## src/rtl/smb_blk_pkg.sv

```systemverilog
package smb_blk_pkg;
  typedef enum logic [3:0] {
    S_IDLE,
    S_ADDR,
    S_ADDR_ACK,
    S_CMD,
    S_CMD_ACK,
    S_CNT,
    S_CNT_ACK,
    S_WDAT,
    S_WDAT_ACK,
    S_RBYTE,
    S_RACK,
    S_IGNORE
  } smb_state_e;
endpackage

```

## src/rtl/smb_line_cond.sv

```systemverilog
module smb_line_cond #(
  parameter int SYNC_STAGES = 2
) (
  input  logic clk,
  input  logic rst_n,
  input  logic scl_i,
  input  logic sda_i,
  output logic scl_o,
  output logic sda_o,
  output logic scl_rise_o,
  output logic scl_fall_o,
  output logic start_o,
  output logic stop_o
);
  logic [SYNC_STAGES-1:0] scl_sr, sda_sr;
  logic scl_q, sda_q;

  always_ff @(posedge clk or negedge rst_n) begin
    if (!rst_n) begin
      scl_sr <= '1;
      sda_sr <= '1;
      scl_q  <= 1'b1;
      sda_q  <= 1'b1;
    end else begin
      scl_sr <= {scl_sr[SYNC_STAGES-2:0], scl_i};
      sda_sr <= {sda_sr[SYNC_STAGES-2:0], sda_i};
      scl_q  <= scl_sr[SYNC_STAGES-1];
      sda_q  <= sda_sr[SYNC_STAGES-1];
    end
  end

  assign scl_o      = scl_sr[SYNC_STAGES-1];
  assign sda_o      = sda_sr[SYNC_STAGES-1];
  assign scl_rise_o = scl_o & ~scl_q;
  assign scl_fall_o = ~scl_o & scl_q;
  assign start_o    = scl_o & scl_q & sda_q & ~sda_o;
  assign stop_o     = scl_o & scl_q & ~sda_q & sda_o;
endmodule

```

## src/rtl/smb_scl_watch.sv

```systemverilog
module smb_scl_watch #(
  parameter int TOUT_CYC = 1250000
) (
  input  logic clk,
  input  logic rst_n,
  input  logic armed_i,
  input  logic scl_i,
  output logic tout_o
);
  localparam int CW = $clog2(TOUT_CYC + 1);
  logic [CW-1:0] cnt;

  assign tout_o = armed_i && !scl_i && (cnt == CW'(TOUT_CYC - 1));

  always_ff @(posedge clk or negedge rst_n) begin
    if (!rst_n)                      cnt <= '0;
    else if (!armed_i || scl_i || tout_o) cnt <= '0;
    else                             cnt <= cnt + 1'b1;
  end

  // the low-time counter never runs past the limit
  p_cnt_bound_r9: assert property (@(posedge clk) disable iff (!rst_n)
    cnt < CW'(TOUT_CYC));
endmodule

```

## src/rtl/smb_blkreg_slave.sv

```systemverilog
module smb_blkreg_slave
  import smb_blk_pkg::*;
#(
  parameter int NREG     = 8,
  parameter int TOUT_CYC = 1250000
) (
  input  logic              clk,
  input  logic              rst_n,
  input  logic              scl_i,
  input  logic              sda_i,
  input  logic [6:0]        addr_strap,
  output logic              sda_oe_o,
  output logic [NREG*8-1:0] regs_o
);
  localparam int PW = $clog2(NREG + 1);
  localparam int IW = (NREG > 1) ? $clog2(NREG) : 1;

  logic scl_s, sda_s, scl_rise, scl_fall, start_det, stop_det, tout;
  smb_state_e state;
  logic [3:0]    bitcnt;
  logic [7:0]    sh, tx;
  logic          sda_oe_q, have_cmd, is_rd, mnack;
  logic [PW-1:0] ptr, cnt, rcv;
  logic [7:0]    stage [NREG];
  logic [7:0]    regs  [NREG];
  logic [NREG-1:0] wmask;
  logic [7:0]    rd_byte, rd_cnt;
  logic          commit;

  smb_line_cond #(.SYNC_STAGES(2)) u_line (
    .clk(clk), .rst_n(rst_n), .scl_i(scl_i), .sda_i(sda_i),
    .scl_o(scl_s), .sda_o(sda_s), .scl_rise_o(scl_rise), .scl_fall_o(scl_fall),
    .start_o(start_det), .stop_o(stop_det)
  );

  smb_scl_watch #(.TOUT_CYC(TOUT_CYC)) u_watch (
    .clk(clk), .rst_n(rst_n), .armed_i(state != S_IDLE), .scl_i(scl_s), .tout_o(tout)
  );

  always_comb begin
    for (int i = 0; i < NREG; i++)
      wmask[i] = (32'(i) >= 32'(ptr)) && (32'(i) < 32'(ptr) + 32'(cnt));
  end

  assign rd_byte = (ptr < PW'(NREG)) ? regs[ptr[IW-1:0]] : 8'hFF;
  assign rd_cnt  = 8'(NREG) - 8'(ptr);
  assign commit  = stop_det && (state == S_WDAT) && (bitcnt == 4'd1) &&
                   (cnt != '0) && (rcv == cnt);

  always_ff @(posedge clk or negedge rst_n) begin
    if (!rst_n) begin
      for (int i = 0; i < NREG; i++) regs[i] <= 8'h00;
    end else if (commit) begin
      for (int i = 0; i < NREG; i++) if (wmask[i]) regs[i] <= stage[i];
    end
  end

  always_ff @(posedge clk or negedge rst_n) begin
    if (!rst_n) begin
      state <= S_IDLE; bitcnt <= '0; sh <= '0; tx <= '0;
      sda_oe_q <= 1'b0; have_cmd <= 1'b0; is_rd <= 1'b0; mnack <= 1'b0;
      ptr <= '0; cnt <= '0; rcv <= '0;
      for (int i = 0; i < NREG; i++) stage[i] <= 8'h00;
    end else if (tout) begin
      state <= S_IDLE; sda_oe_q <= 1'b0; have_cmd <= 1'b0;
    end else if (start_det) begin
      state <= S_ADDR; bitcnt <= '0; sda_oe_q <= 1'b0;
    end else if (stop_det) begin
      state <= S_IDLE; sda_oe_q <= 1'b0; have_cmd <= 1'b0;
    end else begin
      unique case (state)
        S_ADDR, S_CMD, S_CNT, S_WDAT: begin
          if (scl_rise) begin
            sh     <= {sh[6:0], sda_s};
            bitcnt <= bitcnt + 1'b1;
          end else if (scl_fall && bitcnt == 4'd8) begin
            state <= S_IGNORE;
            if (state == S_ADDR) begin
              if (sh[7:1] == addr_strap && addr_strap != 7'd0 && (!sh[0] || have_cmd)) begin
                sda_oe_q <= 1'b1; state <= S_ADDR_ACK; is_rd <= sh[0];
                if (!sh[0]) have_cmd <= 1'b0;
              end
            end else if (state == S_CMD) begin
              if (32'(sh) < 32'(NREG)) begin
                sda_oe_q <= 1'b1; state <= S_CMD_ACK;
                ptr <= sh[PW-1:0]; have_cmd <= 1'b1;
              end
            end else if (state == S_CNT) begin
              if (sh != 8'd0 && 32'(sh) <= 32'(NREG) - 32'(ptr)) begin
                sda_oe_q <= 1'b1; state <= S_CNT_ACK;
                cnt <= sh[PW-1:0]; rcv <= '0;
              end
            end else begin
              if (rcv < cnt) begin
                stage[IW'(ptr + rcv)] <= sh;
                rcv <= rcv + 1'b1;
                sda_oe_q <= 1'b1; state <= S_WDAT_ACK;
              end
            end
          end
        end
        S_ADDR_ACK, S_CMD_ACK, S_CNT_ACK, S_WDAT_ACK: begin
          if (scl_fall) begin
            sda_oe_q <= 1'b0; bitcnt <= '0;
            case (state)
              S_ADDR_ACK: begin
                if (is_rd) begin
                  tx <= rd_cnt; sda_oe_q <= ~rd_cnt[7]; state <= S_RBYTE;
                end else state <= S_CMD;
              end
              S_CMD_ACK: state <= S_CNT;
              default:   state <= S_WDAT;
            endcase
          end
        end
        S_RBYTE: begin
          if (scl_rise) bitcnt <= bitcnt + 1'b1;
          else if (scl_fall) begin
            if (bitcnt == 4'd8) begin
              sda_oe_q <= 1'b0; bitcnt <= '0; state <= S_RACK;
            end else begin
              tx <= {tx[6:0], 1'b0}; sda_oe_q <= ~tx[6];
            end
          end
        end
        S_RACK: begin
          if (scl_rise) mnack <= sda_s;
          else if (scl_fall) begin
            if (mnack) state <= S_IGNORE;
            else begin
              tx <= rd_byte; sda_oe_q <= ~rd_byte[7];
              ptr <= ptr + 1'b1; state <= S_RBYTE;
            end
          end
        end
        default: ;
      endcase
    end
  end

  assign sda_oe_o = sda_oe_q;

  for (genvar g = 0; g < NREG; g++) begin : g_flat
    assign regs_o[g*8 +: 8] = regs[g];
  end

  // SDA is taken low only just after a synchronised SCL fall
  p_drive_after_fall_r1: assert property (@(posedge clk) disable iff (!rst_n)
    $rose(sda_oe_q) |-> $past(scl_fall));
  // an address acknowledge never happens with a zero strap
  p_gc_noack_r2: assert property (@(posedge clk) disable iff (!rst_n)
    ($rose(sda_oe_q) && state == S_ADDR_ACK) |-> addr_strap != 7'd0);
  // the register file changes only right after a stop
  p_regs_on_stop_r3: assert property (@(posedge clk) disable iff (!rst_n)
    !$stable(regs_o) |-> $past(stop_det));
  // a timeout leaves SDA released
  p_tout_release_r9: assert property (@(posedge clk) disable iff (!rst_n)
    tout |=> !sda_oe_q);
endmodule

```

## config.mk

```make
export PLATFORM = sky130hd
export DESIGN_NAME = smb_blkreg_slave
export DESIGN_NICKNAME = d
export VERILOG_FILES = /design/src/rtl/smb_blk_pkg.sv /design/src/rtl/smb_line_cond.sv /design/src/rtl/smb_scl_watch.sv /design/src/rtl/smb_blkreg_slave.sv
export SDC_FILE = /design/constraint.sdc
export NUM_CORES = 1
export LEC_CHECK = 0
export BUFFER_PORTS_ARGS = -buffer_cell sky130_fd_sc_hd__buf_2
export CORE_ASPECT_RATIO = 0.6
export CORE_MARGIN = 3
export CORE_UTILIZATION = 60
export DETAILED_ROUTE_END_ITERATION = 6
export GPL_TIMING_DRIVEN = 0
export HOLD_SLACK_MARGIN = 0.08
export PLACE_DENSITY_LB_ADDON = 0.1
export SLEW_MARGIN = 20
export SYNTH_ARGS = -nofsm -noshare
export SYNTH_HDL_FRONTEND = slang
export SYNTH_SLANG_ARGS = --single-unit
```

## constraint.sdc

```tcl
create_clock -name clk -period 5.02 [get_ports clk]
set_input_delay 0.502 -clock clk [delete_from_list [all_inputs] [get_ports clk]]
set_output_delay 0.502 -clock clk [all_outputs]
set_load 0.03 [all_outputs]
```

==> results_dict.tcl <==
set metrics [dict create \
    final-max-slew-violation-count 0 \
    ant_nets 0 \
    slowest_delay_ps 560 \
    vias_per_cell 6.51 \
    cp.arrival_ps 4810 \
    final.setup.tns_ps 0 \
    hold_path_class "input pin to asynchronous set/reset pin" \
    die_area_um2 18000 \
    portBuffers 75 \
    swShare_pct 38.3 \
    die_x_um 171 \
    cp_cell_sequence "clkbuf_2 > inv_1 > ha_1 > nand2b_1 > nand2_1 > ha_1 > a21oi_1 > o21ai_0 > o311ai_0 > nand3b_1 > nor2_1 > mux2_2" \
    cp_top_family "simple AND/OR/NAND/NOR gates" \
    clk_path_buf_depth 2 \
    ff2ff_path_depth 12 \
    rsz0062_at_grt "false" \
    finalWorstSetupSlack_ps 528 \
    synth_area_leaders "dfrtp_1 48%, mux2_2 16%, mux4_2 3.7%" \
    cp_num_buf_inv 2 \
    synth_ff_type "dfrtp_1" \
    cts_setup_buffers 0 \
    rr_startpoint "ptr[1]" \
    gp_congestion 0.933 \
    post-dp-hpwl_um 19700 \
    p_comb_share_pct 33.6 \
    syn_avg_cell_area_um2 12.3 \
    drt-initial-drc-count 779 \
    internal-power_uw 3050 \
    clkTransAtPathRegs_ps 70 \
    power.share.clock_pct 28.9 \
    cts_buffers 17 \
    dr.pass1.iters 5 \
    vias 7194 \
    clockRootBuffer "clkbuf_16" \
    seqPwrFrac_pct 37.5 \
    wl_per_cell_um 24.3 \
    maxCapViolations 0 \
    r2r-end "cnt[2]" \
    start_util_pct 62.5 \
    flow.area_growth_from_synthesis_pct 13.2 \
    finalHoldViolCount 0 \
    grt_util_all_layers_pct 31.4 \
    skew_ps 13.3 \
    ios 76 \
    status "finished, final reports clean" \
    rows 35 \
    synth_cell_type_count 76 \
    worstPathMaxFanout 19 \
    clock-sinks 194 \
    route.detailed.drc 0 \
    drt_wl_total_um 26900 \
    ff2ff_setup_slack_ps 530 \
    synth_top_area_cell "dfrtp_1" \
    synth-warning-count 0 \
    tightest_slew_ps 1050 \
    cts_tree "built" \
    setup.worst_path.start_class "register" \
    finalSetupViolCount 0 \
    finalCritPeriodShare_pct 89.5 \
    grt.overflow.total 0 \
    cp_slowest_cell "dfrtp_1" \
    worstSetupPathType "register to register" \
    cpMostUsedCell "ha_1" \
    ys_seq_area_share_pct 49.6 \
    nNetsFinal 930 \
    fill_cells 1084 \
    seq_area_um2 4860 \
    cp-end-kind "register" \
    cts-htree-levels 4 \
    synth_seq_cells 194 \
    synth_top_area_share_pct 48.0 \
    synth-edff-count 0 \
    vdd_drop_max_uv 224 \
    antenna_found_initial 0 \
    finalCriticalPeriod_ps 4490 \
    clock_latency_ps 440 \
    grt_max_degree 99 \
    synthCells 795 \
    slew-limit-headroom_pct 29.8 \
    critPathRequiredTime_ps 5340 \
    synthArstFlopShare_pct 100 \
    p_switching_uw 1890 \
    cts_hold_buf 0 \
    p_leak_uw 0.00544 \
    multi_input_area_um2 4720 \
    grt_pass1_wl_um 42500 \
    fmax_ghz 0.223 \
    die_height_um 105 \
    cts_resized 1 \
    core_area_um2 15700 \
    syn-num-nets 836 \
    drive_gt1_share_pct 34.6 \
    dp_worst_setup_slack_ps 0.917 \
    num_antenna_cells 0 \
    syn-cell-area_um2 9800 \
    p_per_area_nw_per_um2 445 \
    grt_pass1_vias 7214 \
]
## power by group through the flow
stage	Combinational [µW]	Clock (µW)	Sequential, µW
3_5_place_dp	1620	0	1870
4_1_cts	1630	1440	1840
5_1_grt	1800	1510	1870
2_1_floorplan	1150	0	1820
3_3_place_gp	1570	0	1870
6_report	1660	1430	1850
## worst max-delay path by stage
stage	from	end	slack, ps	cells after the start
final	ptr[1]	cnt[2]	530	12
after CTS	ptr[1]	cnt[2]	240	13
after floorplan	ptr[1]	cnt[0]	1410	13
after global placement	ptr[1]	cnt[3]	150	13
after global routing	ptr[1]	cnt[2]	260	12
after detailed placement	ptr[1]	cnt[2]	0.9	13
## placed cells by master (no fill, tap or decap), types with 11 or more instances in the layout
cell type / count
a21oi_1: 20
and3_1: 11
dfrtp_1: 188
nand3_1: 27
o21ai_0: 19
mux2_2: 141
clkbuf_16: 17
nand2_1: 45
clkbuf_1: 20
buf_2: 82
ha_1: 28
xnor2_1: 17
nor2_1: 45
inv_1: 22
mux4_2: 16
nor3_1: 11
## worst register-to-register path: stages, from the launching register on
cell and delay [ps]:
dfrtp_1 560, clkbuf_2 550, inv_1 230, ha_1 310
nand2b_1 170, nand2_1 210, ha_1 380, a21oi_1 180
o21ai_0 150, o311ai_0 490, nand3b_1 380, nor2_1 380
mux2_2 380
## cells by family (layout without fill, tap and decap cells)
kind of cell | count (synthesis) | in the layout | share of synthesized area [%]
AND/OR/NAND/NOR | 223 | 223 | 13.3
flip-flops | 194 | 194 | 49.6
multiplexers | 170 | 170 | 21.6
AO/OA/AOI/OAI | 96 | 96 | 6.73
buffers and inverters | 55 | 162 | 2.32
adder cells (fa/ha/maj) | 30 | 30 | 3.98
XOR/XNOR | 27 | 27 | 2.41
## Yosys cell counts (16+ instances only)
library cell,n
a21oi_1,20
nand3_1,27
nand2_1,45
mux4_2,16
xnor2_1,17
clkbuf_1,21
dfrtp_1,188
mux2_2,141
nor2_1,45
ha_1,28
inv_1,22
o21ai_0,19
## per-stage QoR
step,total power [µW],cell area [µm²],instances,util [%],hold WS (ps)
final,4940,11100,1105,70.7,60.9
after global routing,5180,11100,1105,70.7,124
after CTS,4910,11100,1106,70.7,120
after detailed placement,3490,10500,1074,66.8,348
after global placement,3430,10400,1073,66.5,345
after floorplan,2960,9800,795,-,206
## cell type report
cell class	instances	area share (%)
sequential	194	43.8
multi-input combinational	546	42.5
clock buffer	18	3.87
timing repair buffer	76	3.72
tap	203	2.29
clock inverter	14	1.70
buffer	32	1.29
inverter	22	0.745
## layer usage
metal  routed length, µm  GRT usage (%)
met1               12600           49.6
met2               11500           44.3
met3                2390           7.49
met4                 288           6.66
met5                   0              0
## registers in the layout, summed over array words and instances, names as in the netlist, 4 cells and up
name         flops
regs_o          64
stage           64
u_watch.cnt     21
sh               8
tx               7
bitcnt           4
cnt              4
ptr              4
rcv              4
state            4
Power figures use the tool's default switching activity.
